==> src/rtl/bp_pe_pkg.sv <==
// Package: shared defaults and the stack-bank state type for the
// belief-propagation message element.
// Assumes: nothing beyond IEEE 1800-2017.
package bp_pe_pkg;
    localparam int unsigned DEF_LABELS = 16;
    localparam int unsigned DEF_MSG_W  = 4;
    localparam int unsigned DEF_SUM_W  = 8;
    localparam int unsigned DEF_BANKS  = 2;

    typedef enum logic {
        BANK_EMPTY = 1'b0,
        BANK_FULL  = 1'b1
    } bank_state_e;
endpackage

==> src/rtl/bp_fwd_stage.sv <==
// Ascending pass: f(t) = min(s(t), f(t-1)+step), with f(-1) taken as the
// saturation value. It also tracks the minimum of the sums (alpha).
// Assumes: `beat` is high only for an accepted input beat; `first` forces label 0.
module bp_fwd_stage #(
    parameter int unsigned NUM_LABELS = 16,
    parameter int unsigned SUM_W      = 8,
    localparam int unsigned IDX_W     = $clog2(NUM_LABELS)
) (
    input  logic             clk,
    input  logic             rst_n,
    input  logic             beat,
    input  logic             first,
    input  logic [SUM_W-1:0] sum,
    input  logic [SUM_W-1:0] step,
    output logic             wr_en,
    output logic [IDX_W-1:0] wr_addr,
    output logic [SUM_W-1:0] wr_data,
    output logic             done,
    output logic [SUM_W-1:0] alpha
);
    localparam logic [IDX_W-1:0] LAST_IDX = IDX_W'(NUM_LABELS - 1);
    localparam logic [SUM_W-1:0] SAT_MAX  = '1;

    logic [IDX_W-1:0] cnt_q;
    logic [SUM_W-1:0] acc_q;
    logic [SUM_W-1:0] amin_q;
    logic [IDX_W-1:0] eff_cnt;
    logic [SUM_W-1:0] prev_cost;
    logic [SUM_W-1:0] fwd_val;

    function automatic logic [SUM_W-1:0] sat_add(input logic [SUM_W-1:0] a,
                                                 input logic [SUM_W-1:0] b);
        logic [SUM_W:0] s;
        s = {1'b0, a} + {1'b0, b};
        return s[SUM_W] ? SAT_MAX : s[SUM_W-1:0];
    endfunction

    // Label index, candidate from the previous label, and the filtered value.
    always_comb begin
        eff_cnt   = first ? '0 : cnt_q;
        prev_cost = (eff_cnt == '0) ? SAT_MAX : sat_add(acc_q, step);
        fwd_val   = (sum < prev_cost) ? sum : prev_cost;
        if (eff_cnt == '0) alpha = sum;
        else               alpha = (sum < amin_q) ? sum : amin_q;
        wr_en     = beat;
        wr_addr   = eff_cnt;
        wr_data   = fwd_val;
        done      = beat && (eff_cnt == LAST_IDX);
    end

    // Advance the recursion register, the running minimum and the label count.
    always_ff @(posedge clk) begin
        if (!rst_n) begin
            cnt_q  <= '0;
            acc_q  <= SAT_MAX;
            amin_q <= SAT_MAX;
        end else if (beat) begin
            acc_q  <= fwd_val;
            amin_q <= alpha;
            cnt_q  <= done ? '0 : eff_cnt + 1'b1;
        end
    end
endmodule

==> src/rtl/bp_lifo_banks.sv <==
// Stack banks in ping-pong: each bank is filled in ascending address order and
// read back in descending order. Each bank keeps the alpha of its vector.
// Assumes: writes go only to an empty bank and releases only to a full one.
module bp_lifo_banks
    import bp_pe_pkg::*;
#(
    parameter int unsigned NUM_LABELS = 16,
    parameter int unsigned SUM_W      = 8,
    parameter int unsigned NBANKS     = 2,
    localparam int unsigned IDX_W     = $clog2(NUM_LABELS),
    localparam int unsigned SEL_W     = (NBANKS > 1) ? $clog2(NBANKS) : 1
) (
    input  logic             clk,
    input  logic             rst_n,
    input  logic             wr_en,
    input  logic [IDX_W-1:0] wr_addr,
    input  logic [SUM_W-1:0] wr_data,
    input  logic             wr_commit,
    input  logic [SUM_W-1:0] wr_alpha,
    output logic             wr_ready,
    input  logic [IDX_W-1:0] rd_addr,
    input  logic             rd_release,
    output logic             rd_avail,
    output logic [SUM_W-1:0] rd_data,
    output logic [SUM_W-1:0] rd_alpha
);
    localparam logic [SEL_W-1:0] SEL_LAST = SEL_W'(NBANKS - 1);

    logic [SUM_W-1:0] mem     [NBANKS][NUM_LABELS];
    logic [SUM_W-1:0] alpha_q [NBANKS];
    bank_state_e      state_q [NBANKS];
    logic [SEL_W-1:0] wr_sel_q;
    logic [SEL_W-1:0] rd_sel_q;

    // Stack storage write; contents need no reset.
    always_ff @(posedge clk) begin
        if (wr_en) mem[wr_sel_q][wr_addr] <= wr_data;
    end

    // Per-bank full/empty state and stored alpha.
    for (genvar b = 0; b < NBANKS; b++) begin : g_bank
        always_ff @(posedge clk) begin
            if (!rst_n) begin
                state_q[b] <= BANK_EMPTY;
                alpha_q[b] <= '0;
            end else if (wr_commit && (wr_sel_q == SEL_W'(b))) begin
                state_q[b] <= BANK_FULL;
                alpha_q[b] <= wr_alpha;
            end else if (rd_release && (rd_sel_q == SEL_W'(b))) begin
                state_q[b] <= BANK_EMPTY;
            end
        end
    end

    // Rotate the write and read bank pointers on commit and on release.
    always_ff @(posedge clk) begin
        if (!rst_n) begin
            wr_sel_q <= '0;
            rd_sel_q <= '0;
        end else begin
            if (wr_commit)  wr_sel_q <= (wr_sel_q == SEL_LAST) ? '0 : wr_sel_q + 1'b1;
            if (rd_release) rd_sel_q <= (rd_sel_q == SEL_LAST) ? '0 : rd_sel_q + 1'b1;
        end
    end

    // Status flags and the read port.
    always_comb begin
        wr_ready = (state_q[wr_sel_q] == BANK_EMPTY);
        rd_avail = (state_q[rd_sel_q] == BANK_FULL);
        rd_data  = mem[rd_sel_q][rd_addr];
        rd_alpha = alpha_q[rd_sel_q];
    end
endmodule

==> src/rtl/bp_bwd_stage.sv <==
// Descending pass: b(j) = min(f(j), b(j+1)+step). It caps b(j) at alpha+cap,
// subtracts alpha, clips to the message range and streams the result out.
// Assumes: SUM_W > MSG_W; the stack read port returns data in the same cycle.
module bp_bwd_stage #(
    parameter int unsigned NUM_LABELS = 16,
    parameter int unsigned SUM_W      = 8,
    parameter int unsigned MSG_W      = 4,
    localparam int unsigned IDX_W     = $clog2(NUM_LABELS)
) (
    input  logic             clk,
    input  logic             rst_n,
    input  logic             rd_avail,
    input  logic [SUM_W-1:0] rd_data,
    input  logic [SUM_W-1:0] rd_alpha,
    input  logic [SUM_W-1:0] step,
    input  logic [SUM_W-1:0] cap,
    input  logic             out_ready,
    output logic [IDX_W-1:0] rd_addr,
    output logic             rd_release,
    output logic             out_valid,
    output logic [MSG_W-1:0] out_msg,
    output logic             out_last
);
    localparam logic [IDX_W-1:0] LAST_IDX = IDX_W'(NUM_LABELS - 1);
    localparam logic [SUM_W-1:0] SAT_MAX  = '1;
    localparam logic [SUM_W-1:0] MSG_MAX  = SUM_W'((1 << MSG_W) - 1);

    logic [IDX_W-1:0] cnt_q;
    logic [SUM_W-1:0] acc_q;
    logic [SUM_W-1:0] prev_cost;
    logic [SUM_W-1:0] bwd_val;
    logic [SUM_W-1:0] trunc_lvl;
    logic [SUM_W-1:0] capped;
    logic [SUM_W-1:0] norm;
    logic             fire;

    function automatic logic [SUM_W-1:0] sat_add(input logic [SUM_W-1:0] a,
                                                 input logic [SUM_W-1:0] b);
        logic [SUM_W:0] s;
        s = {1'b0, a} + {1'b0, b};
        return s[SUM_W] ? SAT_MAX : s[SUM_W-1:0];
    endfunction

    // Pop address, recursion, truncation, normalisation and clip.
    always_comb begin
        rd_addr    = LAST_IDX - cnt_q;
        prev_cost  = (cnt_q == '0) ? SAT_MAX : sat_add(acc_q, step);
        bwd_val    = (rd_data < prev_cost) ? rd_data : prev_cost;
        trunc_lvl  = sat_add(rd_alpha, cap);
        capped     = (bwd_val < trunc_lvl) ? bwd_val : trunc_lvl;
        norm       = capped - rd_alpha;
        out_valid  = rd_avail;
        out_msg    = (norm > MSG_MAX) ? MSG_MAX[MSG_W-1:0] : norm[MSG_W-1:0];
        out_last   = rd_avail && (cnt_q == LAST_IDX);
        fire       = rd_avail && out_ready;
        rd_release = fire && (cnt_q == LAST_IDX);
    end

    // Advance the backward recursion register and pop count on each output beat.
    always_ff @(posedge clk) begin
        if (!rst_n) begin
            cnt_q <= '0;
            acc_q <= SAT_MAX;
        end else if (fire) begin
            acc_q <= bwd_val;
            cnt_q <= rd_release ? '0 : cnt_q + 1'b1;
        end
    end
endmodule

==> src/rtl/bp_msg_pe.sv <==
// Top: belief-propagation message update element. Sums stream in one label per
// beat; the normalised message streams out in descending label order.
// Assumes: cfg_step and cfg_cap are stable while any vector is in flight.
module bp_msg_pe
    import bp_pe_pkg::*;
#(
    parameter int unsigned NUM_LABELS = DEF_LABELS,
    parameter int unsigned MSG_W      = DEF_MSG_W,
    parameter int unsigned SUM_W      = DEF_SUM_W,
    parameter int unsigned NBANKS     = DEF_BANKS
) (
    input  logic             clk,
    input  logic             rst_n,
    input  logic [SUM_W-1:0] cfg_step,
    input  logic [SUM_W-1:0] cfg_cap,
    input  logic             in_valid,
    output logic             in_ready,
    input  logic             in_first,
    input  logic [SUM_W-1:0] in_sum,
    output logic             out_valid,
    input  logic             out_ready,
    output logic [MSG_W-1:0] out_msg,
    output logic             out_last
);
    localparam int unsigned IDX_W = $clog2(NUM_LABELS);

    logic             beat;
    logic             wr_en;
    logic [IDX_W-1:0] wr_addr;
    logic [SUM_W-1:0] wr_data;
    logic             fwd_done;
    logic [SUM_W-1:0] fwd_alpha;
    logic             wr_ready;
    logic [IDX_W-1:0] rd_addr;
    logic             rd_release;
    logic             rd_avail;
    logic [SUM_W-1:0] rd_data;
    logic [SUM_W-1:0] rd_alpha;

    // Input handshake: a beat is taken only when the write bank is free.
    always_comb begin
        in_ready = wr_ready;
        beat     = in_valid && wr_ready;
    end

    bp_fwd_stage #(.NUM_LABELS(NUM_LABELS), .SUM_W(SUM_W)) u_fwd (
        .clk     (clk),
        .rst_n   (rst_n),
        .beat    (beat),
        .first   (in_first),
        .sum     (in_sum),
        .step    (cfg_step),
        .wr_en   (wr_en),
        .wr_addr (wr_addr),
        .wr_data (wr_data),
        .done    (fwd_done),
        .alpha   (fwd_alpha)
    );

    bp_lifo_banks #(.NUM_LABELS(NUM_LABELS), .SUM_W(SUM_W), .NBANKS(NBANKS)) u_stack (
        .clk        (clk),
        .rst_n      (rst_n),
        .wr_en      (wr_en),
        .wr_addr    (wr_addr),
        .wr_data    (wr_data),
        .wr_commit  (fwd_done),
        .wr_alpha   (fwd_alpha),
        .wr_ready   (wr_ready),
        .rd_addr    (rd_addr),
        .rd_release (rd_release),
        .rd_avail   (rd_avail),
        .rd_data    (rd_data),
        .rd_alpha   (rd_alpha)
    );

    bp_bwd_stage #(.NUM_LABELS(NUM_LABELS), .SUM_W(SUM_W), .MSG_W(MSG_W)) u_bwd (
        .clk        (clk),
        .rst_n      (rst_n),
        .rd_avail   (rd_avail),
        .rd_data    (rd_data),
        .rd_alpha   (rd_alpha),
        .step       (cfg_step),
        .cap        (cfg_cap),
        .out_ready  (out_ready),
        .rd_addr    (rd_addr),
        .rd_release (rd_release),
        .out_valid  (out_valid),
        .out_msg    (out_msg),
        .out_last   (out_last)
    );
endmodule

==> config.mk <==
export PLATFORM = sky130hd
export DESIGN_NAME = bp_msg_pe
export DESIGN_NICKNAME = d
export VERILOG_FILES = /design/src/rtl/bp_pe_pkg.sv /design/src/rtl/bp_fwd_stage.sv /design/src/rtl/bp_lifo_banks.sv /design/src/rtl/bp_bwd_stage.sv /design/src/rtl/bp_msg_pe.sv
export SDC_FILE = /design/constraint.sdc
export NUM_CORES = 1
export LEC_CHECK = 0
export BUFFER_PORTS_ARGS = -buffer_cell sky130_fd_sc_hd__buf_2
export CORE_MARGIN = 4
export CORE_UTILIZATION = 63
export CTS_CLUSTER_DIAMETER = 40
export DETAILED_ROUTE_END_ITERATION = 8
export PLACE_DENSITY = 0.8
export SLEW_MARGIN = 20
export SYNTH_ARGS = -nofsm -noshare
export SYNTH_HDL_FRONTEND = slang
export SYNTH_SLANG_ARGS = --single-unit
==> constraint.sdc <==
create_clock -name clk -period 9.6 [get_ports clk]
set_input_delay 0.48 -clock clk [delete_from_list [all_inputs] [get_ports clk]]
set_output_delay 0.48 -clock clk [all_outputs]
set_load 0.05 [all_outputs]
* Word level (Yosys, flattened, before mapping)
Memories as Yosys holds them, arrays and structs flattened. A register that Yosys moved wholly into a read port is not among the register bits. Cells that the tools add are included.
Cells by class: $lt $le $gt $ge 8, $add $sub $neg 9, eq/ne operators 2, multiplexer cells 52, reductions and logical operators 12, bitwise operators 11
Operators by type and width (number):
- two-way mux 128 bit | 1
- two-way mux 8 bit | 15
- binary-select mux 8 bit (select 4 bit) | 1
- demux 8 bit (select 4 bit) | 1
- < comparator 8 bit | 4
- two-way mux 1 bit | 30
- adder 8 x 8 -> 9 bit | 3
- two-way mux 4 bit | 4
- >= comparator 5 bit, second input constant | 2
- logical AND 1 bit | 10
- inverter 4 -> 5 bit | 2
- adder 4 x 1 -> 4 bit, second input constant | 2
- == test 4 bit, second input constant | 2
- greater-than comparator 8 x 4 -> 1 bit, second input constant | 1
- logical NOT 4 bit | 2
- subtractor 8 bit | 1
- OR 1 bit | 6
- < comparator 5 x 1 -> 1 bit, second input constant | 1
- subtractor 4 bit, first input constant | 1
- inverter 1 bit | 3
- adder 1 bit, second input constant | 2
Word-level totals: flip-flop bits (word level) 34, memory bits (writable) 274, input port bits 29, memories 3, word-level logic and storage cells 104
Memories:
- u_stack.mem | depth 2, width 128, read ports 1, clocked after memory_dff 1, write ports 1, line bp_lifo_banks.sv:29 | logic [SUM_W-1:0] mem [NBANKS][NUM_LABELS];
- u_stack.alpha_q | depth 2, width 8, read ports 1, clocked after memory_dff 1, write ports 2, line bp_lifo_banks.sv:30 | logic [SUM_W-1:0] alpha_q [NBANKS];
- u_stack.state_q | depth 2, width 1, read ports 2, clocked after memory_dff 2, write ports 2, line bp_lifo_banks.sv:31 | bank_state_e state_q [NBANKS];

* Logic depth before layout (Yosys ltp)
depth after elaboration 12, mapped depth 39, depth with buffers taken out 35

* By module
A second synthesis with hierarchy kept.
Second synthesis, totals: cells, all modules 987, area total of the unflattened synthesis 14910.6 um2
By module, submodules not included:
- bp_lifo_banks | cells an instance 479, times used 1, area an instance 10855.4 um2, sequential area each 8298.0 um2
- bp_bwd_stage | cells an instance 287, times used 1, area an instance 2178.3 um2, sequential area each 240.2 um2
- bp_fwd_stage | cells an instance 220, times used 1, area an instance 1870.5 um2, sequential area each 400.4 um2
- bp_msg_pe | cells an instance 1, times used 1, area an instance 6.3 um2, sequential area each 0.0 um2

* Least setup slack after synthesis
No wires, ideal clock.
path kind reg-to-output, from reg (tool-made name), to out out_msg[2], stages on the path, launching flop included 36, arrival 8.878 ns, slack 0.242 ns, path buffers 7, path through dfxtp_1 -> buf_4 -> buf_6 -> buf_6 -> buf_2 -> buf_2 -> buf_2 -> mux4_2 -> mux4_2 -> mux2i_1 -> inv_1 -> ha_1 -> a21o_1 -> a21oi_1 -> o21ai_0 -> a21o_1 -> a211o_2 -> clkbuf_1 -> o21ai_0 -> inv_1 -> ha_1 -> a21o_1 -> a21o_1 -> a211o_1 -> or4b_2 -> nand3_2 -> mux2i_1 -> ha_1 -> nor2b_1 -> o21ai_0 -> nand2b_1 -> a21o_1 -> a21o_1 -> xnor2_1 -> a2111oi_0 -> nand4_1
RTL lines:
- end: declaration | line bp_msg_pe.sv:22 | output logic [MSG_W-1:0] out_msg,

==> flow_summary.toml <==
[timing]
fmax_mhz = 111
setup_tns_ns = 0
whs_ns = 0.295
setup_viol = 0
period_minus_slack_ns = 8.98
maxSlewHeadroom_pct = 23.6
hold_viol_final = 0
fin_crit_sh_pct = 93.6
fin_skew_ns = 0.0207
rsz0062_at_grt = "no"
worst_pin_slew_ns = 1.14
slew_viol_final = 0
setup_ws_ns = 0.616

[critical_path]
crit_path_max_incr_delay_ns = 0.69
crit_slowest_cell = "or4b_2"
endpoint_kind = "primary output"
worstPathRequired_ns = 9.12
cpMostUsedCell = "a21o_1"
crit_type = "reg -> out"
crit_fanout = 27
cp_num_buf_inv = 3
startpoint_type = "flop"
crit_family = "compound AO/OA/AOI/OAI gates"
crit_arrival_ns = 8.50

[min_path]
hp-class = "in -> reg"

[clocking]
worstSkewPairLatency_ns = 0.53
clkSinkCount = 310
ctsRootBufferMaster = "clkbuf_16"
h-tree-depth = 2
cts_buffer_depth = 3
cts.clk_slew.worst_paths_ns = 0.06
cts_made_buffers = 39
cts_tree = "done"

[synth]
ys_top_cells_by_area = "edfxtp_1 (56%), mux4_2 (11%), ha_1 (5.8%)"
ys_seq_area_share_pct = 61.2
synth_edf_count = 273
synth_commonest_cells = "edfxtp_1 (273), nand2_1 (77), mux4_2 (71)"
synth.most_common_cell = "edfxtp_1"
avgSynthCellArea_um2 = 14.6
synth-main-ff-cell = "edfxtp_1"
syn-num-nets = 1099
netlist_area_mm2 = 0.0146
yosysTopAreaCell = "edfxtp_1"
yosysWarnings = 0
yosys.area.top_type_share_pct = 56.1
synthArstFlopShare_pct = 0
synth-seq-cells = 310
synthCells = 998
synth.distinct_cells = 64

[global_route]
grt_max_degree = 43
overflow = 0
antenna_found_initial = 0
grt_usage_pct = 27.3
grt_pass1_vias = 8888
grt_pass1_wl_mm = 53.2

[detailed_routing]
firstDrtPassIters = 5
ant_nets = 0
routed_via_density = 6.53
drt_wl_total_mm = 35.1
drt-initial-drc-count = 930
wire_per_inst_um = 25.7
post-route-drc-count = 0
num_vias = 8926

[place]
portBuffers = 35
dp_slack_ns = 0.896
place_area_mm2 = 0.0151
dpl.cell_count = 1293
place_congestion = 0.891
hpwl_mm = 22.1

[finish]
fill_cells = 1394
drive_gt1_share_pct = 20.0
area_growth_pct = 12.8
multi_input_area_mm2 = 0.00532
nets = 1153
instances_no_fill = 1366
design_area_mm2 = 0.0165
seq_area_mm2 = 0.00894
insertedDiodeCount = 0

[floorplan]
dieArea_mm2 = 0.0257
dieWidth_um = 160
die_y_um = 160
core_mm2 = 0.0227
start_util_pct = 64.3
rows = 55
io_pins = 36

[power]
p_comb_share_pct = 8.9
sequentialPowerShare_pct = 46.3
internal-power_mw = 2.46
leakage_nw = 5.94
peakVddDrop_mv = 0.215
clkPwrFrac_pct = 44.8
power.density_mw_per_mm2 = 195
switching_power_mw = 0.757
swShare_pct = 23.6

[outcome]
status = "finished, final reports clean"

[job]
cap_violations = 0
==> flip-flops by register name, indices dropped and copies added (netlist names), named ones only <==
name              count
u_stack.mem         256
u_stack.alpha_q      16
u_bwd.acc_q           8
u_fwd.acc_q           8
u_fwd.amin_q          8
u_bwd.cnt_q           4
u_fwd.cnt_q           4
u_stack.state_q       2
u_stack.rd_sel_q      1
u_stack.wr_sel_q      1
==> kinds of logic (layout without fill, tap and decap cells) <==
logic type / Yosys count / count (layout) / share of synthesized area (%)
muxes: 118 / 118 / 14.2
AOI/OAI and AO/OA: 143 / 143 / 6.42
and+or+nand+nor: 237 / 237 / 7.74
xor gates and xnor gates: 23 / 23 / 1.38
buffers and inverters: 95 / 178 / 2.67
adders and majority gates: 72 / 72 / 6.37
DFF: 310 / 310 / 61.2
==> final cells by class <==
type                       instances  area share (%)
multi-input combinational        593            32.3
sequential                       310            54.3
clock inverter                    25            1.62
timing repair buffer              53            2.31
clock buffer                      45            6.06
inverter                          55            1.25
tap                              285            2.16
==> cell usage in the layout, fill, tap and decap left out, types with 4 or more instances in the layout <==
master and n:
nand2b_1 10, nor3_1 4, mux4_2 71, or2_2 5, mux2_2 8, clkinv_1 6
nor2b_1 13, inv_1 54, a21oi_1 24, buf_2 35, mux2i_1 36, inv_6 7
buf_4 14, bufinv_16 4, xor2_1 6, fa_1 4, a21boi_0 20, nand4_1 10
edfxtp_1 273, and2_1 9, o211ai_1 13, nand2_1 77, ha_1 68, a21o_1 21
clkbuf_16 40, o21ai_1 5, dfxtp_1 34, nor2_1 63, xnor2_1 17, nand3_1 25
o21ai_0 27, a31oi_1 4, clkbuf_1 6
==> layer usage <==
layer  part of all wire, %  routed length (um)  global-route usage [%]
met1                    40               13900                    38.7
met2                    48               17000                    44.5
met3                   9.0                3140                    5.03
met4                   3.0                1060                    7.35
met5                     0                   0                       0
==> path summary, 6_finish.rpt <==
check	cells past startpoint	end	startpoint	slack, ns
hold reg to reg	2	u_fwd.acc_q[2]$_SDFFE_PN1P_	u_fwd.acc_q[2]$_SDFFE_PN1P_	0.48
setup reg to reg	15	u_stack.mem[0][71]$_DFFE_PP_	u_fwd.acc_q[0]$_SDFFE_PN1P_	4.37
setup / recovery	32	out_msg[3]	flop	0.62
hold / removal	3	u_fwd.amin_q[0]$_SDFFE_PN1P_	in_sum[0]	0.29
==> timing repair <==
| action | 4_1_cts | 5_1_grt |
|---|---|---|
| setup endpoints to repair | 0 | 4 |
| gates resized for setup | 0 | 9 |
| hold buffers | 0 | 0 |
| buffers inserted | 0 | 2 |
==> power groups by stage <==
stage / sequential (mW) / combinational [mW] / clock (mW)
after floorplan: 1.51 / 0.199 / 0
after global placement: 1.51 / 0.272 / 0
after detailed placement: 1.51 / 0.278 / 0
after CTS: 1.49 / 0.282 / 1.45
after global routing: 1.49 / 0.312 / 1.52
final: 1.49 / 0.285 / 1.44
==> through the flow <==
| step | utilization, % | total power [mW] |
|---|---|---|
| finish | 72.6 | 3.21 |
| global route | 72.6 | 3.32 |
| CTS | 72.3 | 3.22 |
| detailed placement | 66.7 | 1.79 |
| global placement | 66.7 | 1.79 |
| floorplan | - | 1.71 |
==> worst reg2reg max path, stage by stage (launching register included) <==
cell      delay, ns
dfxtp_1        0.33
ha_1           0.16
inv_1          0.06
fa_1           0.40
nor2b_1        0.13
o21ai_0        0.11
a21boi_0       0.27
o21ai_0        0.17
a21oi_1        0.57
or2_2          0.24
inv_1          0.04
ha_1           0.28
nand2_1        0.05
o311ai_1       0.81
nand2_1        0.45
mux2_2         0.83
(Power assumes the default switching activity.)
